[config.mk]
export PLATFORM = sky130hd
export DESIGN_NAME = stn_line_timer
export DESIGN_NICKNAME = d
export VERILOG_FILES = /design/src/rtl/stn_line_pkg.sv /design/src/rtl/stn_cfg_shadow.sv /design/src/rtl/stn_seg_counter.sv /design/src/rtl/stn_vclk_gen.sv /design/src/rtl/stn_line_timer.sv
export SDC_FILE = /design/constraint.sdc
export NUM_CORES = 1
export LEC_CHECK = 0
export ABC_CLOCK_PERIOD_IN_PS = 6850
export BUFFER_PORTS_ARGS = -buffer_cell sky130_fd_sc_hd__buf_4
export CAP_MARGIN = 25
export CORE_ASPECT_RATIO = 1.1
export CORE_MARGIN = 2
export CORE_UTILIZATION = 63
export DETAILED_ROUTE_END_ITERATION = 10
export PLACE_DENSITY = 0.86
export SLEW_MARGIN = 20
export SYNTH_ARGS = -nofsm -noshare
export SYNTH_HDL_FRONTEND = slang
export SYNTH_HIERARCHICAL = 1
export SYNTH_SLANG_ARGS = --single-unit
[constraint.sdc]
create_clock -name clk -period 6.85 [get_ports clk]
set_input_delay 1.0275 -clock clk [delete_from_list [all_inputs] [get_ports clk]]
set_output_delay 1.0275 -clock clk [all_outputs]
set_load 0.02 [all_outputs]
[src/rtl/stn_line_pkg.sv]
package stn_line_pkg;

    localparam int DELAY_SHIFT = 4;
    localparam int BLANK_SHIFT = 3;

    typedef enum logic [2:0] {
        ST_IDLE,
        ST_LATCH,
        ST_DELAY,
        ST_ACTIVE,
        ST_BLANK,
        ST_DONE
    } line_state_e;

    // Delay code to cycle count: 16 * (code + 1)
    function automatic logic [6:0] delay_len(input logic [1:0] sel);
        return ({5'd0, sel} + 7'd1) << DELAY_SHIFT;
    endfunction

endpackage

[src/rtl/stn_cfg_shadow.sv]
module stn_cfg_shadow
    import stn_line_pkg::*;
#(
    parameter int HSIZE_W = 11,
    parameter int BLANK_W = 8,
    parameter int LATCH_W = 8,
    parameter int DIV_W   = 4,
    parameter int GAP_W   = 12
) (
    input  logic               clk,
    input  logic               rst,
    input  logic               sample,
    input  logic [1:0]         cfg_dly_sel,
    input  logic [BLANK_W-1:0] cfg_blank,
    input  logic [HSIZE_W-1:0] cfg_hsize,
    input  logic [LATCH_W-1:0] cfg_latch_w,
    input  logic [DIV_W-1:0]   cfg_div,
    input  logic [GAP_W-1:0]   cfg_min_gap,
    output logic [1:0]         sh_dly_sel,
    output logic [BLANK_W-1:0] sh_blank,
    output logic [HSIZE_W-1:0] sh_hsize,
    output logic [DIV_W-1:0]   sh_div,
    output logic               gap_err
);

    localparam int SUM_A = (BLANK_W + BLANK_SHIFT > LATCH_W + 1) ? BLANK_W + BLANK_SHIFT : LATCH_W + 1;
    localparam int SUM_W = ((SUM_A > 7) ? SUM_A : 7) + 2;
    localparam int CMP_W = (SUM_W > GAP_W) ? SUM_W : GAP_W;

    logic [CMP_W-1:0] gap_sum;
    logic [CMP_W-1:0] gap_min;

    always_comb begin
        gap_sum = (CMP_W'(cfg_blank) << BLANK_SHIFT)
                + CMP_W'(cfg_latch_w) + CMP_W'(1)
                + CMP_W'(delay_len(cfg_dly_sel));
        gap_min = CMP_W'(cfg_min_gap);
    end

    always_ff @(posedge clk) begin
        if (rst) begin
            sh_dly_sel <= '0;
            sh_blank   <= '0;
            sh_hsize   <= '0;
            sh_div     <= '0;
            gap_err    <= 1'b0;
        end else if (sample) begin
            sh_dly_sel <= cfg_dly_sel;
            sh_blank   <= cfg_blank;
            sh_hsize   <= cfg_hsize;
            sh_div     <= cfg_div;
            if (gap_sum < gap_min) begin
                gap_err <= 1'b1;
            end
        end
    end

endmodule

[src/rtl/stn_seg_counter.sv]
module stn_seg_counter #(
    parameter int CNT_W = 11
) (
    input  logic             clk,
    input  logic             rst,
    input  logic             load,
    input  logic [CNT_W-1:0] load_val,
    output logic             expired
);

    logic [CNT_W-1:0] cnt_q;

    always_ff @(posedge clk) begin
        if (rst) begin
            cnt_q <= '0;
        end else if (load) begin
            cnt_q <= load_val;
        end else if (cnt_q != '0) begin
            cnt_q <= cnt_q - CNT_W'(1);
        end
    end

    assign expired = (cnt_q == '0);

endmodule

[src/rtl/stn_vclk_gen.sv]
module stn_vclk_gen #(
    parameter int HSIZE_W = 11,
    parameter int DIV_W   = 4
) (
    input  logic               clk,
    input  logic               rst,
    input  logic               start,
    input  logic               run,
    input  logic [DIV_W-1:0]   div,
    input  logic [HSIZE_W-1:0] hsize,
    output logic               vclk,
    output logic               req,
    output logic               last
);

    localparam int PH_W = DIV_W + 1;

    logic [PH_W-1:0]    ph_q;
    logic [HSIZE_W-1:0] pc_q;
    logic               period_end;

    assign period_end = (ph_q == {div, 1'b1});

    always_ff @(posedge clk) begin
        if (rst) begin
            ph_q <= '0;
            pc_q <= '0;
        end else if (start) begin
            ph_q <= '0;
            pc_q <= '0;
        end else if (run) begin
            if (period_end) begin
                ph_q <= '0;
                pc_q <= pc_q + HSIZE_W'(1);
            end else begin
                ph_q <= ph_q + PH_W'(1);
            end
        end
    end

    assign vclk = run && (ph_q <= {1'b0, div});
    assign req  = run && (ph_q == '0);
    assign last = run && period_end && (pc_q == hsize);

endmodule

[src/rtl/stn_line_timer.sv]
module stn_line_timer
    import stn_line_pkg::*;
#(
    parameter int HSIZE_W = 11,
    parameter int BLANK_W = 8,
    parameter int LATCH_W = 8,
    parameter int DIV_W   = 4,
    parameter int GAP_W   = 12
) (
    input  logic               clk,
    input  logic               rst,
    input  logic               enable,
    input  logic [1:0]         cfg_dly_sel,
    input  logic [BLANK_W-1:0] cfg_blank,
    input  logic [HSIZE_W-1:0] cfg_hsize,
    input  logic [LATCH_W-1:0] cfg_latch_w,
    input  logic [DIV_W-1:0]   cfg_div,
    input  logic [GAP_W-1:0]   cfg_min_gap,
    output logic               vline,
    output logic               vclk,
    output logic               data_req,
    output logic               line_done,
    output logic               config_error
);

    localparam int SEG_A = (LATCH_W > BLANK_W + BLANK_SHIFT) ? LATCH_W : BLANK_W + BLANK_SHIFT;
    localparam int SEG_W = (SEG_A > 7) ? SEG_A : 7;

    line_state_e        state_q;
    line_state_e        state_d;
    logic               sample;
    logic               seg_load;
    logic [SEG_W-1:0]   seg_val;
    logic               seg_expired;
    logic               pix_start;
    logic               pix_run;
    logic               pix_vclk;
    logic               pix_req;
    logic               pix_last;
    logic [1:0]         sh_dly_sel;
    logic [BLANK_W-1:0] sh_blank;
    logic [HSIZE_W-1:0] sh_hsize;
    logic [DIV_W-1:0]   sh_div;
    logic               gap_err;

    stn_cfg_shadow #(
        .HSIZE_W(HSIZE_W), .BLANK_W(BLANK_W), .LATCH_W(LATCH_W),
        .DIV_W(DIV_W), .GAP_W(GAP_W)
    ) u_cfg (
        .clk(clk), .rst(rst), .sample(sample),
        .cfg_dly_sel(cfg_dly_sel), .cfg_blank(cfg_blank), .cfg_hsize(cfg_hsize),
        .cfg_latch_w(cfg_latch_w), .cfg_div(cfg_div), .cfg_min_gap(cfg_min_gap),
        .sh_dly_sel(sh_dly_sel), .sh_blank(sh_blank), .sh_hsize(sh_hsize),
        .sh_div(sh_div), .gap_err(gap_err)
    );

    stn_seg_counter #(.CNT_W(SEG_W)) u_seg (
        .clk(clk), .rst(rst), .load(seg_load), .load_val(seg_val),
        .expired(seg_expired)
    );

    stn_vclk_gen #(.HSIZE_W(HSIZE_W), .DIV_W(DIV_W)) u_pix (
        .clk(clk), .rst(rst), .start(pix_start), .run(pix_run),
        .div(sh_div), .hsize(sh_hsize),
        .vclk(pix_vclk), .req(pix_req), .last(pix_last)
    );

    // State register
    always_ff @(posedge clk) begin
        if (rst) begin
            state_q <= ST_IDLE;
        end else begin
            state_q <= state_d;
        end
    end

    // Next state and segment control
    always_comb begin
        state_d   = state_q;
        sample    = 1'b0;
        seg_load  = 1'b0;
        seg_val   = '0;
        pix_start = 1'b0;
        unique case (state_q)
            ST_IDLE: begin
                if (enable) begin
                    sample   = 1'b1;
                    seg_load = 1'b1;
                    seg_val  = SEG_W'(cfg_latch_w);
                    state_d  = ST_LATCH;
                end
            end
            ST_LATCH: begin
                if (seg_expired) begin
                    seg_load = 1'b1;
                    seg_val  = SEG_W'(delay_len(sh_dly_sel)) - SEG_W'(1);
                    state_d  = ST_DELAY;
                end
            end
            ST_DELAY: begin
                if (seg_expired) begin
                    pix_start = 1'b1;
                    state_d   = ST_ACTIVE;
                end
            end
            ST_ACTIVE: begin
                if (pix_last) begin
                    if (sh_blank != '0) begin
                        seg_load = 1'b1;
                        seg_val  = (SEG_W'(sh_blank) << BLANK_SHIFT) - SEG_W'(1);
                        state_d  = ST_BLANK;
                    end else begin
                        state_d  = ST_DONE;
                    end
                end
            end
            ST_BLANK: begin
                if (seg_expired) begin
                    state_d = ST_DONE;
                end
            end
            ST_DONE: begin
                if (enable) begin
                    sample   = 1'b1;
                    seg_load = 1'b1;
                    seg_val  = SEG_W'(cfg_latch_w);
                    state_d  = ST_LATCH;
                end else begin
                    state_d  = ST_IDLE;
                end
            end
            default: state_d = ST_IDLE;
        endcase
    end

    // Outputs
    always_comb begin
        pix_run      = (state_q == ST_ACTIVE);
        vline        = (state_q == ST_LATCH);
        line_done    = (state_q == ST_DONE);
        vclk         = pix_vclk;
        data_req     = pix_req;
        config_error = gap_err;
    end

endmodule

==> results.toml <==
[cells_and_area]
drive_above_1_share = 0.1616
final_cells = 575
area_delta_synth_final_pct = 12.13
fillCellCount = 488
layout_common_cells = "56 x dfxtp_1, 53 x buf_4, 44 x nor2_1, 31 x mux2i_1, 31 x ha_1"
antenna_cells = 0
layout_commonest_cell = "dfxtp_1"
nets = 577

[clock_tree]
clk_pin_slew_ps = 100
cts-resized-gates = 0
clock_latency_ps = 320
clkSinkCount = 56
hold_buffers = 0
clock_path_buffers = 2
postCtsSetupRepairBufs = 0
cts_root_buffer = "clkbuf_8"
cts_made_buffers = 5
cts_tree = "built"
htree_levels = 2

[detailed_routing]
postRouteAntennaNets = 0
via_count = 3513
wl_per_cell_um = 15.67
wirelength_um = 9013
first_iter_violations = 158
dr.pass1.iters = 4
drc = 0
avgViaCountPerCell = 6.110

[setup_path]
crit_slowest_cell = "dfxtp_1"
path_buf_inv = 1
cp-start-kind = "register"
critPathKind = "register to register"
cp_slowest_stage_delay_ps = 640
required_ps = 7060
worstSetupStartpoint = "state_q[1]"
crit_family = "simple AND/OR/NAND/NOR gates"
r2r-start = "state_q[1]"
path_cells = "nor2b_1 -> and2_1 -> and3_1 -> nand4_1 -> nor4_1 -> nand4b_1 -> a21o_4 -> o31ai_2 -> or2_1 -> clkinv_1 -> and4_1 -> a311o_1"
worstPathArrival_ps = 4290
worstSetupEndpointType = "register"
worstPathMaxFanout = 15
regToRegSetupSlack_ps = 2770

[place]
pre_cts_ws_ps = 2856
io_buffer_count = 52
post-place-cells = 568
dp_hpwl_um = 6682
gp_congestion = 0.8620

[floorplan]
die_area_um2 = 6906
fp.dieW_um = 79.42
die_h_um = 86.96
rows = 30
coreArea_um2 = 6118
start_util = 0.6442
io_pins = 53

[power_and_ir_drop]
leakage_nw = 1.925
ir_worst_vdd_mv = 0.1704
p_per_area_nw_per_um2 = 265.6

[sta]
max_slew_margin = 0.5004
rsz0062_at_grt = "false"
worstMarginPinSlew_ps = 743.7
period_needed_ps = 4082
drv_slew = 0
setup_tns_ps = 0
layout_setup_ws_ps = 2768
fmax_mhz = 245.0
hold_violations = 0
setup_viol = 0
fin_skew_ps = 8.436
timing.final.crit_share = 0.5959

[synth]
seq_area_frac_synth = 0.2844
syn_avg_cell_area_um2 = 8.643
yosys.area_share.simple = 0.2317
synth_edf_count = 0
async_flop_share = 0
synth_flop_cell = "dfxtp_1"
synth_nets = 538
synth.area.mux_share = 0.07873
synthAdderAreaFrac = 0.1137
synth_xor_area_frac = 0.07302
synth_compound_area_frac = 0.1597
syn_inst = 456
synth-seq-cells = 56
synth_top_family_by_area = "simple AND/OR/NAND/NOR gates"
yosys_warnings = 6
yosys.cell_types.count = 70
netlist_area_um2 = 3941

[job]
cap_violations = 0

[min_path]
hold_path.class = "register to register"
hp-start = "u_pix/pc_q[10]"

[global_routing]
grt_usage = 0.2724
antenna_found_initial = 0
grt_pass1_vias = 3383
grt_pass1_wl_um = 14950
grt.overflow.total = 0
grt_max_degree = 43

[run_status]
status = "complete, no violations"
kinds of logic after synthesis:
kind of cell / after synthesis
xor+xnor: 32
flops: 56
mux: 31
compound gates: 91
buf+inv: 50
fa+ha+maj: 34
simple gates: 162
state kept, by name, indices dropped and copies added, names as in the netlist:
register	flops
u_cfg/sh_blank	8
u_cfg/sh_dly_sel	2
u_seg/cnt_q	11
state_q	3
u_pix/ph_q	5
u_cfg/sh_div	4
u_cfg/gap_err	1
u_pix/pc_q	11
u_cfg/sh_hsize	11
through the flow:
stage	hold WS [ps]	power (W)	utilization	cell area, um^2
final	512.7	0.001174	0.7223	4419
after global routing	544.3	0.001258	0.7223	4419
after CTS	515.9	0.001173	0.7223	4419
after detailed placement	502.2	0.0009759	0.7065	4323
after global placement	472.1	0.0009543	0.7065	4323
after floorplan	461.3	0.0008607	-	3941
worst min-delay path, cell delays in order (launching register included):
cell     delay (ps)
dfxtp_1         340
o31ai_1          70
a21oi_1          60
cell usage after synthesis (5+ instances only):
library cell / count / area, um^2
nor3_1: 14 / 70.07
nand2_1: 24 / 90.09
nand3_1: 13 / 65.06
inv_1: 28 / 105.1
and3_1: 5 / 31.28
buf_2: 5 / 25.02
o21ai_0: 13 / 65.06
o31ai_1: 12 / 90.09
xor2_1: 18 / 157.7
a21oi_1: 27 / 135.1
dfxtp_1: 56 / 1121
nand4_1: 8 / 50.05
or4_1: 14 / 105.1
nor2_1: 44 / 165.2
clkbuf_1: 9 / 33.78
ha_1: 31 / 387.9
xnor2_1: 13 / 113.9
mux2i_1: 31 / 310.3
nor4_1: 7 / 43.79
path summary, 6_finish.rpt:
path                                        to  cells past startpoint
worst max-delay path            u_seg/cnt_q[0]                     12
worst min-delay path            u_pix/pc_q[10]                      2
worst max register to register  u_seg/cnt_q[0]                     12
worst min register to register  u_pix/pc_q[10]                      2
power by group:
part | switching [W] | total [W] | internal (W)
combinational | 0.000293 | 0.000532 | 0.000239
sequential | 0.0000680 | 0.000446 | 0.000378
clock | 0.000106 | 0.000196 | 0.0000903
total | 0.000467 | 0.00117 | 0.000707
final cells by class:
type,count,area (um^2),area share
clock buffers,7,96.34,0.02180
inverters,29,108.9,0.02463
multi-input cells,350,2595,0.5872
flip-flops and latches,56,1121,0.2537
well taps,80,100.1,0.02265
repair buffers,53,397.9,0.09003
per-layer routing:
metal / wire, um / global-route usage / up-vias
met5: 0 / 0 / -
met4: 267 / 0.1176 / 0
met3: 352 / 0.03838 / 23
met2: 4643 / 0.5039 / 99
met1: 3749 / 0.3108 / 1642
li1: - / - / 1749
(Power assumes the default switching activity.)
